**config.mk**
```make
export PLATFORM = sky130hd
export DESIGN_NAME = pcgx_gen
export DESIGN_NICKNAME = d
export VERILOG_FILES = /design/src/rtl/pcgx_gen.sv
export SDC_FILE = /design/constraint.sdc
export NUM_CORES = 1
export LEC_CHECK = 0
export BUFFER_PORTS_ARGS = -buffer_cell sky130_fd_sc_hd__buf_2
export CAP_MARGIN = 30
export CORE_MARGIN = 2
export CORE_UTILIZATION = 45
export CTS_CLUSTER_SIZE = 12
export DETAILED_ROUTE_END_ITERATION = 10
export GPL_TIMING_DRIVEN = 0
export PLACE_DENSITY_LB_ADDON = 0.3
export RECOVER_POWER = 50
export SLEW_MARGIN = 20
export SYNTH_ARGS = -nofsm -noshare
export SYNTH_HDL_FRONTEND = slang
export SYNTH_SLANG_ARGS = --single-unit
```
**constraint.sdc**
```tcl
create_clock -name clk -period 8.7 [get_ports clk]
set_clock_uncertainty 0.1 [all_clocks]
set_input_delay 2.175 -clock clk [delete_from_list [all_inputs] [get_ports clk]]
set_output_delay 2.175 -clock clk [all_outputs]
set_load 0.005 [all_outputs]
```
**src/rtl/pcgx_gen.sv**
```systemverilog
module pcgx_gen #(
  parameter int SW = 32,
  parameter int OW = 16,
  parameter int NW = 8,
  parameter logic [SW-1:0] MUL = 32'd747796405,
  parameter logic [SW-1:0] INC = 32'd2891336453
) (
  input  logic            clk,
  input  logic            rst_n,
  input  logic            seed_we,
  input  logic [SW-1:0]   seed_state,
  input  logic [NW*OW-1:0] seed_arr,
  input  logic            req,
  output logic [OW-1:0]   rnd,
  output logic            rnd_vld
);
  localparam int PW   = $clog2(NW);
  localparam int SB   = 3;
  localparam int BASE = SW/2 - SB;

  logic [SW-1:0] st;
  logic [OW-1:0] arr [NW];
  logic          busy;
  logic [PW-1:0] ptr;

  wire          go    = req & ~busy & ~seed_we;
  wire [SW-1:0] st_nx = st * MUL + INC;
  wire [SW-1:0] mix   = st ^ (st >> (SW/2));
  wire [7:0]    sh    = 8'(BASE) + 8'(st[SW-1 -: SB]);
  wire [SW-1:0] shr   = mix >> sh;
  wire [OW-1:0] pick  = arr[st_nx[PW-1:0]];
  wire [OW-1:0] hit   = arr[ptr];
  wire          wrap  = &hit;
  wire          last  = (ptr == PW'(NW-1));

  always_ff @(posedge clk) begin
    if (!rst_n) begin
      st      <= '0;
      busy    <= 1'b0;
      ptr     <= '0;
      rnd     <= '0;
      rnd_vld <= 1'b0;
      for (int k = 0; k < NW; k++) arr[k] <= '0;
    end else begin
      rnd_vld <= 1'b0;
      if (seed_we) begin
        st   <= seed_state;
        busy <= 1'b0;
        ptr  <= '0;
        for (int k = 0; k < NW; k++) arr[k] <= seed_arr[k*OW +: OW];
      end else if (go) begin
        st  <= st_nx;
        rnd <= shr[OW-1:0] ^ pick;
        if (st_nx == '0) begin
          busy <= 1'b1;
          ptr  <= '0;
        end else begin
          rnd_vld <= 1'b1;
        end
      end else if (busy) begin
        arr[ptr] <= hit + 1'b1;
        if (!wrap || last) begin
          busy    <= 1'b0;
          rnd_vld <= 1'b1;
        end else begin
          ptr <= ptr + 1'b1;
        end
      end
    end
  end
endmodule

```
==> implementation parameters <==
Parameter                              Value

Synthesis
  Dominant register cell in the synthesized netlist    sky130_fd_sc_hd__edfxtp_1
  Avg Synthesized Cell Area    10.5 um2
  Cells after synthesis    1,978
  Combined area of all synthesized cells    approximately 0.021 mm2
  Post-synth EDFFs    128
  Total nets after synthesis    ~2.6k
  Number of flip-flops and latches in the synthesized netlist    about 180
  Cell variety after synth    80
  Post-synthesis sequential area ratio    0.239
  Synthesis Warnings    0
  Share of async-settable or async-resettable flops after synthesis    0

Cells and area
  Utilization after layout    0.509
  Number of diodes added for antenna fixing    0
  Final Instance Count excl. Fillers    2,798
  Share of layout cells above drive strength 1    0.155
  Sequential standard cell area    0.00499 mm2
  Area Growth Syn to Fin    11.5%
  Multi-input combinational cell area    approximately 0.014 mm2
  Total of fill cells in the finished design    4,193
  Final net count    2,775

STA
  Unrepaired setup endpoints after global routing    false
  Max Freq    roughly 120 MHz
  Endpoints failing setup    0
  Final number of hold-violating endpoints    0
  Total count of max-transition violations in the final report    0
  Worst slew margin relative to its limit    0.229
  Final period demand of the worst path    around 8400 ps
  Ratio of final minimum period to clock period    0.968
  Transition time at the pin with the least slew margin    1150 ps

Clock tree
  Number of buffers on the longest clock path    2
  Clock net sink count    184
  Clock tree from TritonCTS    yes
  Depth of the CTS H-tree    4
  CTS clock-pin slew for the worst setup and hold paths    80 ps
  Hold-fix buffers at CTS    0
  Latest clock arrival within the worst-skew pair    470 ps
  Number of buffers created by CTS    17
  Root buffer cell    sky130_fd_sc_hd__clkbuf_16

Critical path
  Crit path required time    8950 ps
  Worst-case reg-to-reg path depth    25
  Worst reg2reg path startpoint    st[1]
  Endpoint class of the critical path    flip-flop
  Biggest fanout along the worst timing path    18
  Capture instance of the worst register-to-register path    ptr[2]
  Data arrival time of the critical path    between 8000 and 9000 ps
  Crit path launch type    flip-flop
  Flop2flop setup slack    280 ps
  Type of the worst setup path    reg -> reg

Floorplanning
  Vertical die dimension    219 um
  Number of primary I/O pins    181
  Effective utilization at floorplan    0.457
  CORE AREA    roughly 0.045 mm2
  Die width    around 220 um
  Number of placement rows    78
  Die footprint    ~0.048 mm2

Drt
  Total wirelength of the detailed-routed design    67.9 mm
  Count of unresolved DRC violations after routing    0
  Initial drt markers    between 1.5k and 2k
  Number of detailed-routing iterations run before antenna repair    6
  Highest metal layer used by the detailed router    met5
  Met1 WL    26.3 mm
  Routed wl met2    ~32 mm
  WL met3    6.56 mm
  Total via count in the routed design    16.4k
  DR vias/cell    between 5 and 6
  Count of antenna-violating nets left after detailed routing    0
  Average routed wire per standard cell    24.3 um

Hold path
  Endpoint with the worst hold slack    rnd[13]
  Critical hold path startpoint    rnd[13]
  Class of the worst hold path    reg -> reg
  Hold Path Cell Cnt    1

Global route
  Overall track demand over capacity in global routing    0.292
  First-pass GRT wire length    just over 100 mm
  Number of global-route vias before repair    17.0k
  Largest net degree at the start of global routing    19
  Initial antenna violation count    1
  Overflow left after global routing    0

Run status
  Outcome    complete, no violations

Place
  Count of input and output buffers    179
  GP Congestion    1.00
  Number of placed cells counting well taps    2,760
  Detailed-placement wirelength estimate    55.8 mm

Run
  Maxcap violations    0
how the worst max path moves through the flow:
| stage | slack [ps] | cells past startpoint | to | startpoint |
|---|---|---|---|---|
| 5_1_grt | 20 | 26 | flip-flop | st[9] |
| 2_1_floorplan | 190 | 28 | flip-flop | st[0] |
| 6_report | 280 | 25 | ptr[2] | st[1] |
| 3_3_place_gp | -3640 | 28 | flip-flop | st[0] |
| 4_1_cts | 70 | 25 | ptr[2] | st[1] |
| 3_5_place_dp | -3680 | 28 | flip-flop | st[0] |
synth_stat cells (46+ instances only):
master                     number  share of area
sky130_fd_sc_hd__a21oi_1       64          0.015
sky130_fd_sc_hd__a22o_1        84          0.035
sky130_fd_sc_hd__clkbuf_1      66          0.012
sky130_fd_sc_hd__dfxtp_1       56          0.054
sky130_fd_sc_hd__edfxtp_1     128           0.18
sky130_fd_sc_hd__fa_1         227           0.22
sky130_fd_sc_hd__ha_1         199           0.12
sky130_fd_sc_hd__inv_1        349          0.063
sky130_fd_sc_hd__mux2i_1       46          0.022
sky130_fd_sc_hd__mux4_2        68          0.074
sky130_fd_sc_hd__nand2_1      176          0.032
sky130_fd_sc_hd__nand3_1       47          0.011
sky130_fd_sc_hd__nor2_1        59          0.011
sky130_fd_sc_hd__o21ai_0       53          0.013
sky130_fd_sc_hd__xnor2_1       63          0.027
sequential cells by signal, summed over array words and instances, names as in the netlist, named ones only:
register  count
arr         128
st           32
rnd          16
ptr           3
busy          1
rnd_vld       1
layout by cell type (no fill, tap or decap), types with 4 or more instances in the layout:
master	n
sky130_fd_sc_hd__nand4_1	8
sky130_fd_sc_hd__buf_1	4
sky130_fd_sc_hd__a211oi_1	16
sky130_fd_sc_hd__inv_4	4
sky130_fd_sc_hd__a21o_1	16
sky130_fd_sc_hd__nor3_1	21
sky130_fd_sc_hd__buf_2	176
sky130_fd_sc_hd__o22ai_1	7
sky130_fd_sc_hd__a31oi_1	4
sky130_fd_sc_hd__mux2_2	6
sky130_fd_sc_hd__o211ai_1	14
sky130_fd_sc_hd__and2_1	6
sky130_fd_sc_hd__inv_1	348
sky130_fd_sc_hd__mux2i_1	46
sky130_fd_sc_hd__and3_1	5
sky130_fd_sc_hd__edfxtp_1	128
sky130_fd_sc_hd__nand2_1	176
sky130_fd_sc_hd__inv_8	4
sky130_fd_sc_hd__o21bai_1	4
sky130_fd_sc_hd__clkbuf_1	79
sky130_fd_sc_hd__nor2b_1	18
sky130_fd_sc_hd__o21a_1	6
sky130_fd_sc_hd__clkbuf_16	17
sky130_fd_sc_hd__dfxtp_1	39
sky130_fd_sc_hd__nand3_1	47
sky130_fd_sc_hd__ha_1	198
sky130_fd_sc_hd__nor4_1	5
sky130_fd_sc_hd__nand2b_1	7
sky130_fd_sc_hd__o211a_1	27
sky130_fd_sc_hd__o21ai_0	53
sky130_fd_sc_hd__buf_4	11
sky130_fd_sc_hd__fa_1	227
sky130_fd_sc_hd__xnor2_1	62
sky130_fd_sc_hd__nor2_1	59
sky130_fd_sc_hd__a22o_1	84
sky130_fd_sc_hd__dfxtp_2	16
sky130_fd_sc_hd__mux4_2	68
sky130_fd_sc_hd__xor2_1	27
sky130_fd_sc_hd__a21boi_0	4
sky130_fd_sc_hd__a21oi_1	64
area by class of cell:
cell class / instances / area share
Multi-Input combinational cell: 1354 / 0.610
Clock inverter: 15 / 0.00691
Inverter: 349 / 0.0567
Clock buffer: 17 / 0.0184
Buffer: 87 / 0.0166
Timing Repair Buffer: 192 / 0.0436
Sequential cell: 184 / 0.215
Tap cell: 600 / 0.0324
layer usage:
| layer | global-route usage | vias to the layer above |
|---|---|---|
| li1 | - | 7200 |
| met2 | 0.484 | 853 |
| met3 | 0.0679 | 156 |
| met5 | 0 | - |
| met4 | 0.109 | 2 |
| met1 | 0.374 | 8175 |
cells by family after synthesis:
logic type      synth area share
xor+xnor                  0.0387
simple gates              0.0846
buf+inv                   0.0818
compound gates             0.118
mux                       0.0991
flops                      0.239
fa+ha+maj                  0.338
stage by stage:
step	TNS (ps)	area, um2	worst slack [ps]	hold slack, ps
6_report	0	23200	283	405
5_1_grt	0	23200	20.2	425
4_1_cts	0	23100	73.6	404
3_5_place_dp	-70580	22500	-3680	390
3_3_place_gp	-71050	22400	-3640	379
2_1_floorplan	0	20800	186	357
worst max-delay path, cell delays in order, from the launching register on:
cell                       delay (ps)
sky130_fd_sc_hd__dfxtp_2          520
sky130_fd_sc_hd__buf_8            220
sky130_fd_sc_hd__inv_1            120
sky130_fd_sc_hd__ha_2             440
sky130_fd_sc_hd__clkbuf_8         300
sky130_fd_sc_hd__clkbuf_4         370
sky130_fd_sc_hd__inv_1            190
sky130_fd_sc_hd__fa_1             700
sky130_fd_sc_hd__fa_1             500
sky130_fd_sc_hd__fa_1             460
sky130_fd_sc_hd__fa_1             490
sky130_fd_sc_hd__inv_1             50
sky130_fd_sc_hd__fa_1             530
sky130_fd_sc_hd__inv_1             70
sky130_fd_sc_hd__fa_1             480
sky130_fd_sc_hd__inv_1             60
sky130_fd_sc_hd__ha_1             360
sky130_fd_sc_hd__a21o_1           190
sky130_fd_sc_hd__a41oi_1          190
sky130_fd_sc_hd__inv_1             90
sky130_fd_sc_hd__o31ai_2          460
sky130_fd_sc_hd__o21ai_0          250
sky130_fd_sc_hd__xnor2_2          370
sky130_fd_sc_hd__nand4_1          260
sky130_fd_sc_hd__a21oi_2          340
sky130_fd_sc_hd__o22ai_1          130
timing repair:
item / 4_1_cts / 5_1_grt
setup buffers: 2 / 7
gates resized for setup: 7 / 19
setup endpoints to repair: 32 / 7
Power is left out: the tool's default activity adds up to more than one toggle a clock period on the data nets, which glitch-free logic cannot reach.
